File: config.mk
export PLATFORM = sky130hd
export DESIGN_NAME = hys_thr_ctrl
export DESIGN_NICKNAME = d
export VERILOG_FILES = /design/src/rtl/hys_pkg.sv /design/src/rtl/hys_thr_slot.sv /design/src/rtl/hys_cmp_bank.sv /design/src/rtl/hys_thr_ctrl.sv
export SDC_FILE = /design/constraint.sdc
export NUM_CORES = 1
export LEC_CHECK = 0
export BUFFER_PORTS_ARGS = -buffer_cell sky130_fd_sc_hd__buf_4
export CORE_ASPECT_RATIO = 0.75
export CORE_MARGIN = 2
export CORE_UTILIZATION = 40
export CTS_BUF_LIST = sky130_fd_sc_hd__clkbuf_4 sky130_fd_sc_hd__clkbuf_8
export DETAILED_ROUTE_END_ITERATION = 10
export GPL_TIMING_DRIVEN = 0
export HOLD_SLACK_MARGIN = 0.15
export REMOVE_ABC_BUFFERS = 1
export SYNTH_ARGS = -nofsm -noshare
export SYNTH_HDL_FRONTEND = slang
export SYNTH_SLANG_ARGS = --single-unit
File: constraint.sdc
create_clock -name clk -period 2.7 [get_ports clk]
set_input_delay 0.27 -clock clk [delete_from_list [all_inputs] [get_ports clk]]
set_output_delay 0.27 -clock clk [all_outputs]
set_load 0.01 [all_outputs]
File: src/rtl/hys_pkg.sv
package hys_pkg;

  localparam int THR_W   = 5;
  localparam int BYTE_W  = 8;
  localparam int WORD_W  = 2 * BYTE_W;
  localparam int NMODE   = 2;

  localparam int FALL_MIN = 2;
  localparam int FALL_MAX = 21;
  localparam int RISE_MIN = 3;
  localparam int RISE_MAX = 22;
  localparam int HYS_MIN  = 2;
  localparam int INIT_LO  = 2;
  localparam int INIT_HI  = 4;

  typedef struct packed {
    logic [THR_W-1:0] lo;
    logic [THR_W-1:0] hi;
  } thr_pair_t;

  function automatic logic [WORD_W-1:0] pack_word(thr_pair_t t);
    logic [BYTE_W-1:0] sep;
    logic [BYTE_W-1:0] sum;
    sep = BYTE_W'(t.hi) - BYTE_W'(t.lo);
    sum = BYTE_W'(t.hi) + BYTE_W'(t.lo);
    return {sep, sum};
  endfunction

endpackage

File: src/rtl/hys_thr_slot.sv
module hys_thr_slot
  import hys_pkg::*;
(
  input  logic             clk,
  input  logic             rst_n,
  input  logic             req_en,
  input  logic             req_rising,
  input  logic [THR_W-1:0] req_value,
  output thr_pair_t        thr_q,
  output thr_pair_t        thr_d,
  output logic             accept,
  output logic             reject
);

  int v_i, lo_i, hi_i, nlo_i, nhi_i;

  always_comb begin
    v_i    = int'(req_value);
    lo_i   = int'(thr_q.lo);
    hi_i   = int'(thr_q.hi);
    nlo_i  = lo_i;
    nhi_i  = hi_i;
    accept = 1'b0;
    reject = 1'b0;
    if (req_en) begin
      if (!req_rising) begin
        if (v_i < FALL_MIN || v_i > FALL_MAX || (v_i + HYS_MIN) > hi_i) begin
          reject = 1'b1;
        end else if (v_i != lo_i) begin
          accept = 1'b1;
          nlo_i  = v_i;
          if (((nhi_i - nlo_i) & 1) != 0) nhi_i = nhi_i - 1;
        end
      end else begin
        if (v_i < RISE_MIN || v_i > RISE_MAX || v_i < (lo_i + HYS_MIN)) begin
          reject = 1'b1;
        end else if (v_i != hi_i) begin
          accept = 1'b1;
          nhi_i  = v_i;
          if (((nhi_i - nlo_i) & 1) != 0) nlo_i = nlo_i + 1;
        end
      end
    end
    thr_d.lo = THR_W'(nlo_i);
    thr_d.hi = THR_W'(nhi_i);
  end

  always_ff @(posedge clk or negedge rst_n) begin
    if (!rst_n) begin
      thr_q.lo <= THR_W'(INIT_LO);
      thr_q.hi <= THR_W'(INIT_HI);
    end else if (accept) begin
      thr_q <= thr_d;
    end
  end

endmodule

File: src/rtl/hys_cmp_bank.sv
module hys_cmp_bank
  import hys_pkg::*;
#(
  parameter int BANK_SZ = 8,
  parameter int LW      = 5
) (
  input  logic                  clk,
  input  logic                  rst_n,
  input  logic [BANK_SZ*LW-1:0] level,
  input  thr_pair_t             thr,
  output logic [BANK_SZ-1:0]    state
);

  logic [BANK_SZ-1:0] state_d;

  for (genvar c = 0; c < BANK_SZ; c++) begin : g_ch
    always_comb begin
      if (int'(level[c*LW +: LW]) >= int'(thr.hi)) begin
        state_d[c] = 1'b1;
      end else if (int'(level[c*LW +: LW]) <= int'(thr.lo)) begin
        state_d[c] = 1'b0;
      end else begin
        state_d[c] = state[c];
      end
    end
  end

  always_ff @(posedge clk or negedge rst_n) begin
    if (!rst_n) state <= '0;
    else        state <= state_d;
  end

endmodule

File: src/rtl/hys_thr_ctrl.sv
module hys_thr_ctrl
  import hys_pkg::*;
#(
  parameter int NUM_CH  = 32,
  parameter int BANK_SZ = 8,
  parameter int LW      = 5
) (
  input  logic                       clk,
  input  logic                       rst_n,
  input  logic                       req_valid,
  input  logic                       req_mode,
  input  logic                       req_rising,
  input  logic [THR_W-1:0]           req_value,
  input  logic [NUM_CH/BANK_SZ-1:0]  bank_mode,
  input  logic [NUM_CH*LW-1:0]       ch_level,
  output logic                       cfg_valid,
  output logic                       cfg_mode,
  output logic [WORD_W-1:0]          cfg_word,
  output logic                       req_err,
  output logic [NUM_CH-1:0]          ch_state
);

  localparam int NBANK = NUM_CH / BANK_SZ;

  logic rst_meta, rst_int_n;

  always_ff @(posedge clk or negedge rst_n) begin
    if (!rst_n) begin
      rst_meta  <= 1'b0;
      rst_int_n <= 1'b0;
    end else begin
      rst_meta  <= 1'b1;
      rst_int_n <= rst_meta;
    end
  end

  thr_pair_t        thr_q  [NMODE];
  thr_pair_t        thr_d  [NMODE];
  logic [NMODE-1:0] acc_m;
  logic [NMODE-1:0] rej_m;

  for (genvar m = 0; m < NMODE; m++) begin : g_mode
    hys_thr_slot u_slot (
      .clk        (clk),
      .rst_n      (rst_int_n),
      .req_en     (req_valid && (int'(req_mode) == m)),
      .req_rising (req_rising),
      .req_value  (req_value),
      .thr_q      (thr_q[m]),
      .thr_d      (thr_d[m]),
      .accept     (acc_m[m]),
      .reject     (rej_m[m])
    );
  end

  logic              valid_d, err_d, mode_d;
  logic [WORD_W-1:0] word_d;
  logic              word_en;

  always_comb begin
    valid_d = |acc_m;
    err_d   = |rej_m;
    word_en = valid_d;
    mode_d  = req_mode;
    word_d  = pack_word(thr_d[req_mode]);
  end

  always_ff @(posedge clk or negedge rst_int_n) begin
    if (!rst_int_n) begin
      cfg_valid <= 1'b0;
      req_err   <= 1'b0;
    end else begin
      cfg_valid <= valid_d;
      req_err   <= err_d;
    end
  end

  always_ff @(posedge clk or negedge rst_int_n) begin
    if (!rst_int_n) begin
      cfg_mode <= 1'b0;
      cfg_word <= pack_word('{lo: THR_W'(INIT_LO), hi: THR_W'(INIT_HI)});
    end else if (word_en) begin
      cfg_mode <= mode_d;
      cfg_word <= word_d;
    end
  end

  for (genvar b = 0; b < NBANK; b++) begin : g_bank
    hys_cmp_bank #(.BANK_SZ(BANK_SZ), .LW(LW)) u_bank (
      .clk   (clk),
      .rst_n (rst_int_n),
      .level (ch_level[b*BANK_SZ*LW +: BANK_SZ*LW]),
      .thr   (thr_q[bank_mode[b]]),
      .state (ch_state[b*BANK_SZ +: BANK_SZ])
    );
  end

endmodule

==> impl_metrics.toml <==
[synthesis]
yosys.area.top_type = "ha_1"
syn_area_um2 = 12010
yosys-top-cells-area = "ha_1, dfrtp_1, o21ai_0, nand2b_1, a21oi_1"
ys_seq_area_frac = 0.1425
synth-edff-count = 0
ys_warn_count = 0
synth.distinct_cells = 81
synth_top_cell_area_share = 0.3752
async_flop_share = 1.000
ys_ff_latch = 68
syn-instance-count = 1370
syn_area_per_cell_um2 = 8.763
ys.flop_type = "dfrtp_1"

[timing]
postLayoutSetupSlackWorst_ns = -1.230
rsz0062_at_grt = "true"
tightest_slew_ns = 1.185
fin_setup_tns_ns = -12.86
skew_ns = 0.02310
setup_viol = 25
drv_slew = 0
hold_viol = 0
max_freq_mhz = 254.5
slew-limit-headroom = 0.1874
min_period_ns = 3.930
holdWs_ns = 0.1878
min_period_over_period = 1.456

[drt]
wl_um = 38170
wl_per_cell_um = 19.02
drtPass1Iterations = 7
drt_iter0_drc = 579
drcViolationCount = 0
via_per_inst = 5.521
final_antenna_net_count = 0
vias = 11080

[grt]
grt_first_pass_wirelength_um = 59400
grt.met1_usage = 0.3255
grt_usage = 0.2417
grt_max_degree = 50
gr-usage-met3 = 0.04642
grtUsageMet2 = 0.3886
overflow = 0
top_usage_layer = "met2"
antenna_found_initial = 0
grt_pass1_vias = 10980

[floorplanning]
rows = 54
core-area_um2 = 29320
pin_count = 225
fp.dieArea_um2 = 31430
initial_core_util = 0.4094
die_y_um = 154.0
die_w_um = 204.0

[finish]
num_antenna_cells = 0
finalInstanceArea_um2 = 15230
final_layout_size_suffix_gt1_frac = 0.2625
finalNetCount = 2146
postLayoutCoreUtil = 0.5192
fill_cells = 2786
syn_to_final_growth_pct = 26.83

[power_and_ir_drop]
vdd_drop_max_mv = 0.2900
p_per_area_nw_per_um2 = 747.1
seqPwrFrac = 0.184
cellLeakagePower_nw = 7.373
p_int_w = 0.005876
clockPowerShare = 0.094
p_sw_w = 0.005500
comb_power_share = 0.722
p_sw_frac = 0.4835

[setup_path]
cp_max_fo = 6
crit_end = "cfg_word[4]$_DFFE_PN0P_"
crit_type = "flip-flop to flip-flop"
crit_required_ns = 2.98
r2r_end = "cfg_word[4]$_DFFE_PN0P_"
rrSetupSlack_ns = -1.23
startpoint_type = "flip-flop"
crit_arrival_ns = 4.21
ff2ff_path_depth = 15
cp-startpoint = "g_mode[0].u_slot.thr_q[4]$_DFFE_PN0P_"
timing.critical_path.to_type = "flip-flop"
reg2reg_from = "g_mode[0].u_slot.thr_q[4]$_DFFE_PN0P_"

[cts]
cts_sinks = 68
clock_latency_ns = 0.40
cts.htree.levels = 3
cts-root-buf = "clkbuf_8"
cts_tree = "done"
numCtsBuffers = 9
path_clk_slew_ns = 0.09
clockBufferDepth = 2

[place]
port_buffers = 222
dpl_cell_area_um2 = 13950
gp_congestion = 0.9379
dp_hpwl_um = 27570

[run_status]
violations = "negative setup slack"
status = "complete, but fails checks"

[hold_path]
hold_path_class = "primary input to async pin"

[run]
max_cap_violations = 0
how the worst min path moves through the flow:
stage / from / to / slack (ns) / depth (start not counted)
2_1_floorplan: rst_n / rst_int_n$_DFF_PN0_ / -0.03 / 0
3_3_place_gp: rst_n / rst_meta$_DFF_PN0_ / 0.05 / 1
3_5_place_dp: rst_n / rst_meta$_DFF_PN0_ / 0.05 / 1
4_1_cts: rst_n / rst_int_n$_DFF_PN0_ / 0.17 / 2
5_1_grt: rst_n / rst_int_n$_DFF_PN0_ / 0.19 / 2
6_report: rst_n / rst_int_n$_DFF_PN0_ / 0.19 / 2
cell usage after synthesis (all sizes together), types with 3 or more instances:
| library cell | instances |
|---|---|
| ha | 360 |
| o21ai | 147 |
| a21oi | 115 |
| nand2b | 99 |
| nand2 | 74 |
| nor2b | 70 |
| inv | 62 |
| dfrtp | 61 |
| nand3 | 52 |
| mux2i | 47 |
| o21a | 36 |
| clkbuf | 28 |
| nor2 | 27 |
| buf | 18 |
| mux2 | 18 |
| xor2 | 13 |
| nor3 | 12 |
| nor4 | 10 |
| xnor2 | 10 |
| and3 | 9 |
| a21o | 7 |
| dfstp | 7 |
| a211oi | 5 |
| nand3b | 4 |
| nand4 | 4 |
| o311ai | 4 |
| o31ai | 4 |
| a2111oi | 3 |
| a211o | 3 |
| a221o | 3 |
| a31oi | 3 |
| and2 | 3 |
| nor3b | 3 |
| o211a | 3 |
| o21bai | 3 |
| o22ai | 3 |
| o2bb2ai | 3 |
| o32ai | 3 |
final cells by class:
cell class / instances / area (µm²) / area share
inverter: 62 / 235.2 / 0.01545
sequential: 68 / 1744 / 0.1146
clock buffer: 10 / 131.4 / 0.008628
multi-input combinational: 1195 / 10400 / 0.6829
tap: 392 / 490.5 / 0.03221
timing repair buffer: 274 / 2137 / 0.1404
clock inverter: 6 / 90.09 / 0.005917
metal layers:
| layer | part of all wire | wire, µm | vias up |
|---|---|---|---|
| met5 | 0 | 0 | - |
| met4 | 0.023 | 867 | 0 |
| li1 | - | - | 5518 |
| met1 | 0.46 | 17720 | 5112 |
| met3 | 0.070 | 2655 | 74 |
| met2 | 0.44 | 16930 | 376 |
through the flow:
| stage | power [W] | worst slack [ns] | cells |
|---|---|---|---|
| floorplan | 0.006741 | -1.441 | 1325 |
| global placement | 0.009141 | -2.273 | 1939 |
| detailed placement | 0.009335 | -2.250 | 1940 |
| CTS | 0.01111 | -1.169 | 1993 |
| global route | 0.01262 | -1.343 | 2007 |
| finish | 0.01138 | -1.230 | 2007 |
critical path: stages (launching register included):
cell and delay, ns:
dfrtp_2 0.43, inv_1 0.09, ha_1 0.36, and3_1 0.23, and3_1 0.23, o31ai_4 0.36, buf_6 0.20, nor3_4 0.05
o31a_1 0.29, a32o_2 0.35, buf_6 0.15, fa_2 0.39, a21o_1 0.21, a21oi_2 0.14, xor2_1 0.08, mux2_4 0.25
power by group through the flow:
stage,clock [W],combinational [W],sequential (W)
after floorplan,0,0.00469,0.00206
after global placement,0,0.00698,0.00217
after detailed placement,0,0.00718,0.00215
after CTS,0.00109,0.00795,0.00206
after global routing,0.00113,0.00934,0.00215
final,0.00107,0.00821,0.00209
cell families (layout without fill, tap and decap cells):
| family | after synthesis | in the layout | synth area share |
|---|---|---|---|
| and+or+nand+nor | 374 | 374 | 0.1748 |
| AOI/OAI and AO/OA | 368 | 368 | 0.1886 |
| adders and majority gates | 362 | 362 | 0.3785 |
| buffers and inverters | 108 | 352 | 0.03992 |
| DFF | 68 | 68 | 0.1425 |
| muxes | 65 | 65 | 0.05826 |
| xor gates and xnor gates | 23 | 23 | 0.01678 |
| other | 2 | 3 | 0.0006256 |
cell usage in the layout (no fill, tap or decap), types with 4 or more instances in the layout:
master / count
mux2i_1: 42
nor4_4: 5
dfrtp_2: 12
nor3_4: 5
mux2_2: 10
nor2_1: 22
nand2b_1: 99
o21ai_1: 6
xor2_1: 11
clkbuf_8: 9
nand2_1: 73
and3_1: 7
ha_4: 10
a21o_1: 7
dfstp_2: 4
a21oi_1: 108
xnor2_1: 8
buf_6: 12
dfrtp_1: 47
o21ai_0: 132
buf_4: 259
o21ai_2: 9
ha_1: 348
mux2_4: 8
nand3_1: 50
inv_1: 58
nand3b_1: 4
a21oi_2: 6
nor2b_1: 70
nand4_1: 4
nor3_1: 5
o21a_1: 36
registers in the layout (all words and copies together) (netlist names):
name	flops
g_bank.u_bank.state	32
cfg_valid	1
g_mode.u_slot.thr_q	20
rst_int_n	1
cfg_word	11
cfg_mode	1
req_err	1
rst_meta	1
what timing repair did:
item,in CTS,in global routing
endpoints found under the setup margin,64,60
hold endpoints to repair,2,0
setup buffers,36,14
hold buffers,1,0
pin swaps,31,34
resized for setup,97,48
Power figures use the tool's default switching activity.
